**config.mk**
```make
export PLATFORM = sky130hd
export DESIGN_NAME = accel_shuffler
export DESIGN_NICKNAME = d
export VERILOG_FILES = /design/src/rtl/accel_shuffler.sv
export SDC_FILE = /design/constraint.sdc
export NUM_CORES = 1
export LEC_CHECK = 0
export ABC_CLOCK_PERIOD_IN_PS = 6770
export BUFFER_PORTS_ARGS = -buffer_cell sky130_fd_sc_hd__buf_4
export CORE_AREA = 2 2 136 112
export CTS_BUF_LIST = sky130_fd_sc_hd__clkbuf_2 sky130_fd_sc_hd__clkbuf_4 sky130_fd_sc_hd__clkbuf_8
export CTS_CLUSTER_DIAMETER = 200
export DETAILED_ROUTE_END_ITERATION = 8
export DIE_AREA = 0 0 138 114
export GPL_TIMING_DRIVEN = 0
export HOLD_SLACK_MARGIN = 0.03
export PLACE_DENSITY = 0.83
export RECOVER_POWER = 50
export SYNTH_ARGS = -nofsm -noshare
export SYNTH_HDL_FRONTEND = slang
export SYNTH_SLANG_ARGS = --single-unit
```
**constraint.sdc**
```tcl
create_clock -name clk -period 6.77 [get_ports clk]
set_input_delay 0.3385 -clock clk [delete_from_list [all_inputs] [get_ports clk]]
set_output_delay 0.3385 -clock clk [all_outputs]
set_load 0.03 [all_outputs]
```
**src/rtl/accel_shuffler.sv**
```systemverilog
module accel_shuffler #(
  parameter int NSLOT = 4,
  parameter int DW    = 16
) (
  input  logic                clk,
  input  logic                rst_n,
  input  logic [2:0]          mode_sel,
  input  logic [NSLOT-1:0]    slot_en,
  input  logic [1:0]          red_op,
  input  logic                in_valid,
  output logic                in_ready,
  input  logic [DW-1:0]       in_data,
  input  logic                in_last,
  output logic [NSLOT-1:0]    slot_in_valid,
  input  logic [NSLOT-1:0]    slot_in_ready,
  output logic [NSLOT*DW-1:0] slot_in_data,
  input  logic [NSLOT-1:0]    slot_res_valid,
  output logic [NSLOT-1:0]    slot_res_ready,
  input  logic [NSLOT*DW-1:0] slot_res_data,
  output logic                out_valid,
  input  logic                out_ready,
  output logic [DW-1:0]       out_data,
  output logic                out_last,
  output logic [2:0]          out_err
);
  localparam int IW = (NSLOT > 1) ? $clog2(NSLOT) : 1;
  localparam logic [NSLOT-1:0] ONE = NSLOT'(1);
  typedef logic [IW-1:0] idx_t;

  function automatic idx_t next_en(idx_t p, logic [NSLOT-1:0] en);
    idx_t r = p;
    for (int k = NSLOT - 1; k >= 1; k--)
      if (en[(int'(p) + k) % NSLOT]) r = idx_t'((int'(p) + k) % NSLOT);
    return r;
  endfunction

  function automatic logic [DW-1:0] fold(logic [1:0] op, logic [DW-1:0] a, logic [DW-1:0] b);
    case (op)
      2'b01:   return (a > b) ? a : b;
      2'b10:   return (a < b) ? a : b;
      default: return a + b;
    endcase
  endfunction

  logic             busy, in_done, acc_has;
  logic [2:0]       act_mode;
  logic [1:0]       act_op;
  logic [NSLOT-1:0] act_en, pend, tag;
  idx_t             dptr, cptr;
  logic [DW-1:0]    acc;

  wire [2:0]       mode = busy ? act_mode : mode_sel;
  wire [NSLOT-1:0] en   = busy ? act_en : slot_en;
  wire is_rep    = mode <= 3'd3;
  wire is_blk    = (mode == 3'd4) || (mode == 3'd5);
  wire is_red    = mode == 3'd5;
  wire is_single = mode <= 3'd1;
  wire is_dual   = (mode == 3'd1) || (mode == 3'd3);

  logic [NSLOT-1:0] rep_sel;
  idx_t ra, rb, rc;
  logic three;
  always_comb begin
    int cnt;
    cnt = 0; rep_sel = '0; ra = '0; rb = '0; rc = '0;
    for (int s = 0; s < NSLOT; s++)
      if (en[s]) begin
        if (cnt == 0) ra = idx_t'(s);
        else if (cnt == 1) rb = idx_t'(s);
        else if (cnt == 2) rc = idx_t'(s);
        if (cnt < 3) rep_sel[s] = 1'b1;
        cnt++;
      end
    three = cnt >= 3;
  end

  wire idx_t dp = busy ? dptr : ra;
  wire rep_free = &(~rep_sel | (slot_in_ready & ~pend));
  wire blk_free = slot_in_ready[dp] & ~pend[dp] & en[dp];
  assign in_ready = !(busy && in_done) && (is_rep ? rep_free : (is_blk && blk_free));
  wire acc_in = in_valid && in_ready;
  wire start  = acc_in && !busy;
  assign slot_in_valid = !acc_in ? '0 : (is_rep ? rep_sel : (ONE << dp));
  assign slot_in_data  = {NSLOT{in_data}};

  wire [DW-1:0] va = slot_res_data[int'(ra)*DW +: DW];
  wire [DW-1:0] vb = slot_res_data[int'(rb)*DW +: DW] ^ {DW{is_dual && !three}};
  wire [DW-1:0] vc = slot_res_data[int'(rc)*DW +: DW] ^ {DW{is_dual && three}};
  wire [DW-1:0] vcur = slot_res_data[int'(cptr)*DW +: DW];
  logic [DW-1:0] vote;
  logic [2:0]    verr;
  always_comb begin
    vote = va; verr = 3'd0;
    if (!three)            verr = (va == vb) ? 3'd0 : 3'd7;
    else if (va == vb)     verr = (va == vc) ? 3'd0 : 3'd3;
    else if (va == vc)     verr = 3'd2;
    else if (vb == vc) begin vote = vb; verr = 3'd1; end
    else                   verr = 3'd7;
  end

  wire rep_rv   = &(~rep_sel | slot_res_valid);
  wire red_val  = acc_has ? fold(act_op, acc, vcur) : vcur;
  wire [DW-1:0] red_word = acc_has ? fold(act_op, acc, vcur) : vcur;
  wire blk_take = is_red ? (!tag[cptr] || out_ready) : out_ready;
  assign out_valid = busy && (is_rep ? rep_rv : (is_blk && slot_res_valid[cptr] && (!is_red || tag[cptr])));
  assign out_data  = is_rep ? vote : (is_red ? red_word : vcur);
  assign out_last  = is_rep ? tag[ra] : (is_red || tag[cptr]);
  assign out_err   = is_rep ? verr : 3'd0;
  assign slot_res_ready = !busy ? '0 :
                          is_rep ? ((rep_rv && out_ready) ? rep_sel : '0) :
                          (is_blk && blk_take) ? (ONE << cptr) : '0;
  wire [NSLOT-1:0] res_fire = slot_res_valid & slot_res_ready;
  wire done = out_valid && out_ready && out_last;

  always_ff @(posedge clk) begin
    if (!rst_n) begin
      busy <= 1'b0; in_done <= 1'b0; acc_has <= 1'b0;
      act_mode <= '0; act_op <= '0; act_en <= '0;
      pend <= '0; tag <= '0; dptr <= '0; cptr <= '0; acc <= '0;
    end else begin
      if (start) begin
        busy <= 1'b1; act_mode <= mode_sel; act_en <= slot_en; act_op <= red_op; cptr <= ra;
      end else if (busy && is_blk && |res_fire) cptr <= next_en(cptr, act_en);
      if (acc_in && (is_single || in_last)) in_done <= 1'b1;
      if (done) begin busy <= 1'b0; in_done <= 1'b0; end
      pend <= (pend | slot_in_valid) & ~res_fire;
      for (int s = 0; s < NSLOT; s++)
        if (slot_in_valid[s]) tag[s] <= is_single || in_last;
      if (acc_in && is_blk) dptr <= next_en(dp, en);
      if (busy && is_red && |res_fire) begin
        acc_has <= !tag[cptr];
        acc     <= red_word;
      end
    end
  end

  AST_BLK_ONE_SLOT: assert property (@(posedge clk) disable iff (!rst_n) is_blk |-> $onehot0(slot_in_valid));
  AST_REP_GROUP_SIZE: assert property (@(posedge clk) disable iff (!rst_n) is_rep |-> $countones(slot_in_valid) <= 3);
  AST_BLK_NO_ERR: assert property (@(posedge clk) disable iff (!rst_n) (out_valid && act_mode >= 3'd4) |-> out_err == 3'd0);
  AST_ERR_LEGAL: assert property (@(posedge clk) disable iff (!rst_n) out_valid |-> (out_err <= 3'd3 || out_err == 3'd7));
  AST_RED_LAST_ONLY: assert property (@(posedge clk) disable iff (!rst_n) (out_valid && act_mode == 3'd5) |-> out_last);
  AST_RESET_QUIET: assert property (@(posedge clk) disable iff (!rst_n) !busy |-> !out_valid);

  logic unused_ok;
  assign unused_ok = ^{red_val};
endmodule

```
==> results.toml <==
[status]
status = "finished, final reports clean"

[place]
finalWeightedCongestion = 1.03
post-place-ws_ns = -1.14
placed_cells = 1367
hpwl_um = 22900
dpl-instance-area_um2 = 9590
io_buffers = 178

[cells_and_area]
layout_common_cells = "188 x buf_4, 99 x mux2i_1, 87 x clkbuf_1, 68 x nand2_1, 68 x nor2_1"
instances_no_fill = 1382
final_nets = 1349
final_common_cell = "buf_4"
finalInstanceArea_um2 = 9610
multi_input_area_um2 = 6310
final_layout_size_suffix_gt1_share_pct = 24.5
fill_cells = 1327
regArea_um2 = 801
n_antenna_cell = 0
syn2layout_area_growth_pct = 19.9

[timing]
fin_worst_skew_ns = 0.0179
fmax_ghz = 0.150
fin_crit_sh_pct = 98.5
setup_ws_ns = 0.102
finalHoldViolCount = 0
hold_ws_ns = 0.271
grt_setup_unrepaired = "no"
period_needed_ns = 6.67
drv_slew = 0
slew_headroom_pct = 30.2
tightest_slew_ns = 1.05
finalSetupViolCount = 0

[power]
leakagePower_nw = 4.36
power_density_nw_per_um2 = 179
total_power_mw = 1.72
ir_drop_mv = 0.123

[floorplanning]
design.portCount = 196
die_y_um = 114
core_region_area_um2 = 14500
die_w_um = 138
rows = 40
dieArea_um2 = 15700
initial_core_util_pct = 55.2

[clock_network]
clock_latency_ns = 0.31
h-tree-depth = 2
cts_tree = "built"
cts_buffers = 5
clock-root-buffer = "clkbuf_8"
cts_buffer_depth = 2
cts_hold_buf = 0
path_clk_slew_ns = 0.10
cts_num_sinks = 40

[global_routing]
grt_pass1_vias = 8091
grt_remaining_overflow = 0
antenna_found_initial = 0
grt_pass1_wl_um = 43100
track_usage_pct = 34.1
grt_max_degree = 20

[critical_path]
endpoint_kind = "primary output"
reg2reg_from = "cptr[0]$_SDFFE_PN0P_"
cp.arrival_ns = 6.33
worst-setup-path-type = "flip-flop to primary output"
cp-start-kind = "flip-flop"
startpoint = "busy$_SDFFE_PP0P_"
cp_max_fo = 10
required_ns = 6.43

[synth]
postSynthAreaPerCell_um2 = 8.02
syn_inst = 1000
ys_ff_latch = 40
synth_edf_count = 0
ys_seq_area_share_pct = 9.99
yosys_warnings = 0
muxShareOfSynthArea_pct = 23.8
synthAdderAreaFrac_pct = 8.77
synth_fp_nets = 1157
async_reset_ff_share_pct = 0
ys.flop_type = "dfxtp_1"
yosys.cell_types.count = 81
synth_compound_area_share_pct = 21.4
netlist_area_um2 = 8020
yosys.area_share.simple_pct = 16.5
synth_top_family_by_area = "multiplexers"
synth-xor-area-share_pct = 7.30

[hold_path]
hp-class = "input pin to flip-flop"
holdCritStartpoint = "red_op[0]"

[detailed_routing]
wl_per_cell_um = 20.7
drt_wl_total_um = 28600
via_count = 8924
drc = 0
drtIter0Drc = 1163
drt-pass1-iter-count = 6
via_per_inst = 6.46
ant_nets = 0

[flow_run]
maxCapViolations = 0
-- layout make-up --
class                   count  area share, %
well taps                 189           2.46
clock buffers               6          0.859
inverters                  55           2.15
plain buffers             115           8.28
clock inverters             2          0.156
multi-input cells         787           65.7
flip-flops and latches     40           8.33
repair buffers            188           12.1
-- flip-flops by register name, indices dropped and copies added, names as in the netlist --
signal    flops
act_mode      3
busy          1
act_en        4
act_op        2
in_done       1
acc          16
pend          4
tag           4
cptr          2
dptr          2
acc_has       1
-- per-layer routing --
layer	wire (µm)	GRT usage [%]
met1	11500	46.0
met2	12400	53.2
met3	3540	8.48
met4	1190	12.7
met5	0	0
-- repair_timing --
action | in CTS | in global routing
buffers inserted | 2 | 8
setup endpoints to repair | 23 | 18
cloned | 0 | 0
pin swaps | 1 | 0
gates resized for setup | 14 | 29
-- final timing paths --
path	endpoint	slack (ns)	cells past startpoint
setup reg to reg	acc[7]$_SDFFE_PN0P_	1.21	14
hold reg to reg	in_done$_SDFFE_PP0P_	0.48	2
hold / removal	act_op[0]$_SDFFE_PN0P_	0.27	3
setup / recovery	out_data[7]	0.10	19
-- metrics by stage --
stage	TNS, ns	utilization [%]
6_report	0	66.2
5_1_grt	0	66.2
4_1_cts	0	67.1
3_5_place_dp	-18.46	66.1
3_3_place_gp	-16.47	66.1
2_1_floorplan	0	-
-- cells in the mapped netlist, types with 5 or more instances --
master    instances  area, µm²
buf_2             8       40.0
buf_4            66        495
dfxtp_1          40        801
nand4_1           9       56.3
nand2_1          68        255
mux2i_1         101       1010
nor2_1           68        255
a21oi_1          59        295
or2_2             7       43.8
a221oi_1          7       61.3
o21ai_0          58        290
nand3_1          16       80.1
o211a_1          12        120
xnor2_1          42        368
nor3_1           14       70.1
a211oi_1         17        128
o221ai_1          5       43.8
mux2_2            9        101
ha_1             53        663
clkbuf_1         32        120
nor4_1            7       43.8
nand2b_1          9       56.3
o21a_1            6       45.0
a31oi_1          15       93.8
xor2_1           23        201
o22ai_1           9       56.3
a22oi_1          24        180
or3_1            11       68.8
buf_6             9        101
inv_1            54        203
and2_1            6       37.5
nor2b_1          12       75.1
mux4_2           29        653
and4_1            8       70.1
-- kinds of logic after synthesis --
group / count (synthesis)
XOR/XNOR: 66
AO/OA/AOI/OAI: 258
adder cells (fa/ha/maj): 55
flip-flops: 40
AND/OR/NAND/NOR: 259
buffers and inverters: 173
multiplexers: 149
-- where the power goes --
group          leakage, nW  internal (mW)  switching, mW
clock               0.0434         0.0828          0.101
sequential           0.323          0.244         0.0102
combinational         4.00          0.511          0.768
total                 4.36          0.838          0.879
-- critical path, stage by stage (launching register included) --
cell and delay, ns:
dfxtp_1 0.41, mux2i_4 0.42, inv_1 0.10, clkbuf_2 0.22, buf_2 0.26, fa_1 0.61
ha_1 0.17, inv_1 0.04, ha_1 0.26, a211o_1 0.28, a22oi_1 0.80, nor2_1 0.24
or4_1 0.57, a2111o_1 0.43, nor4b_4 0.15, buf_6 0.21, buf_6 0.16, mux2i_1 0.13
mux2i_1 0.30, buf_4 0.23
Power figures use the tool's default switching activity.
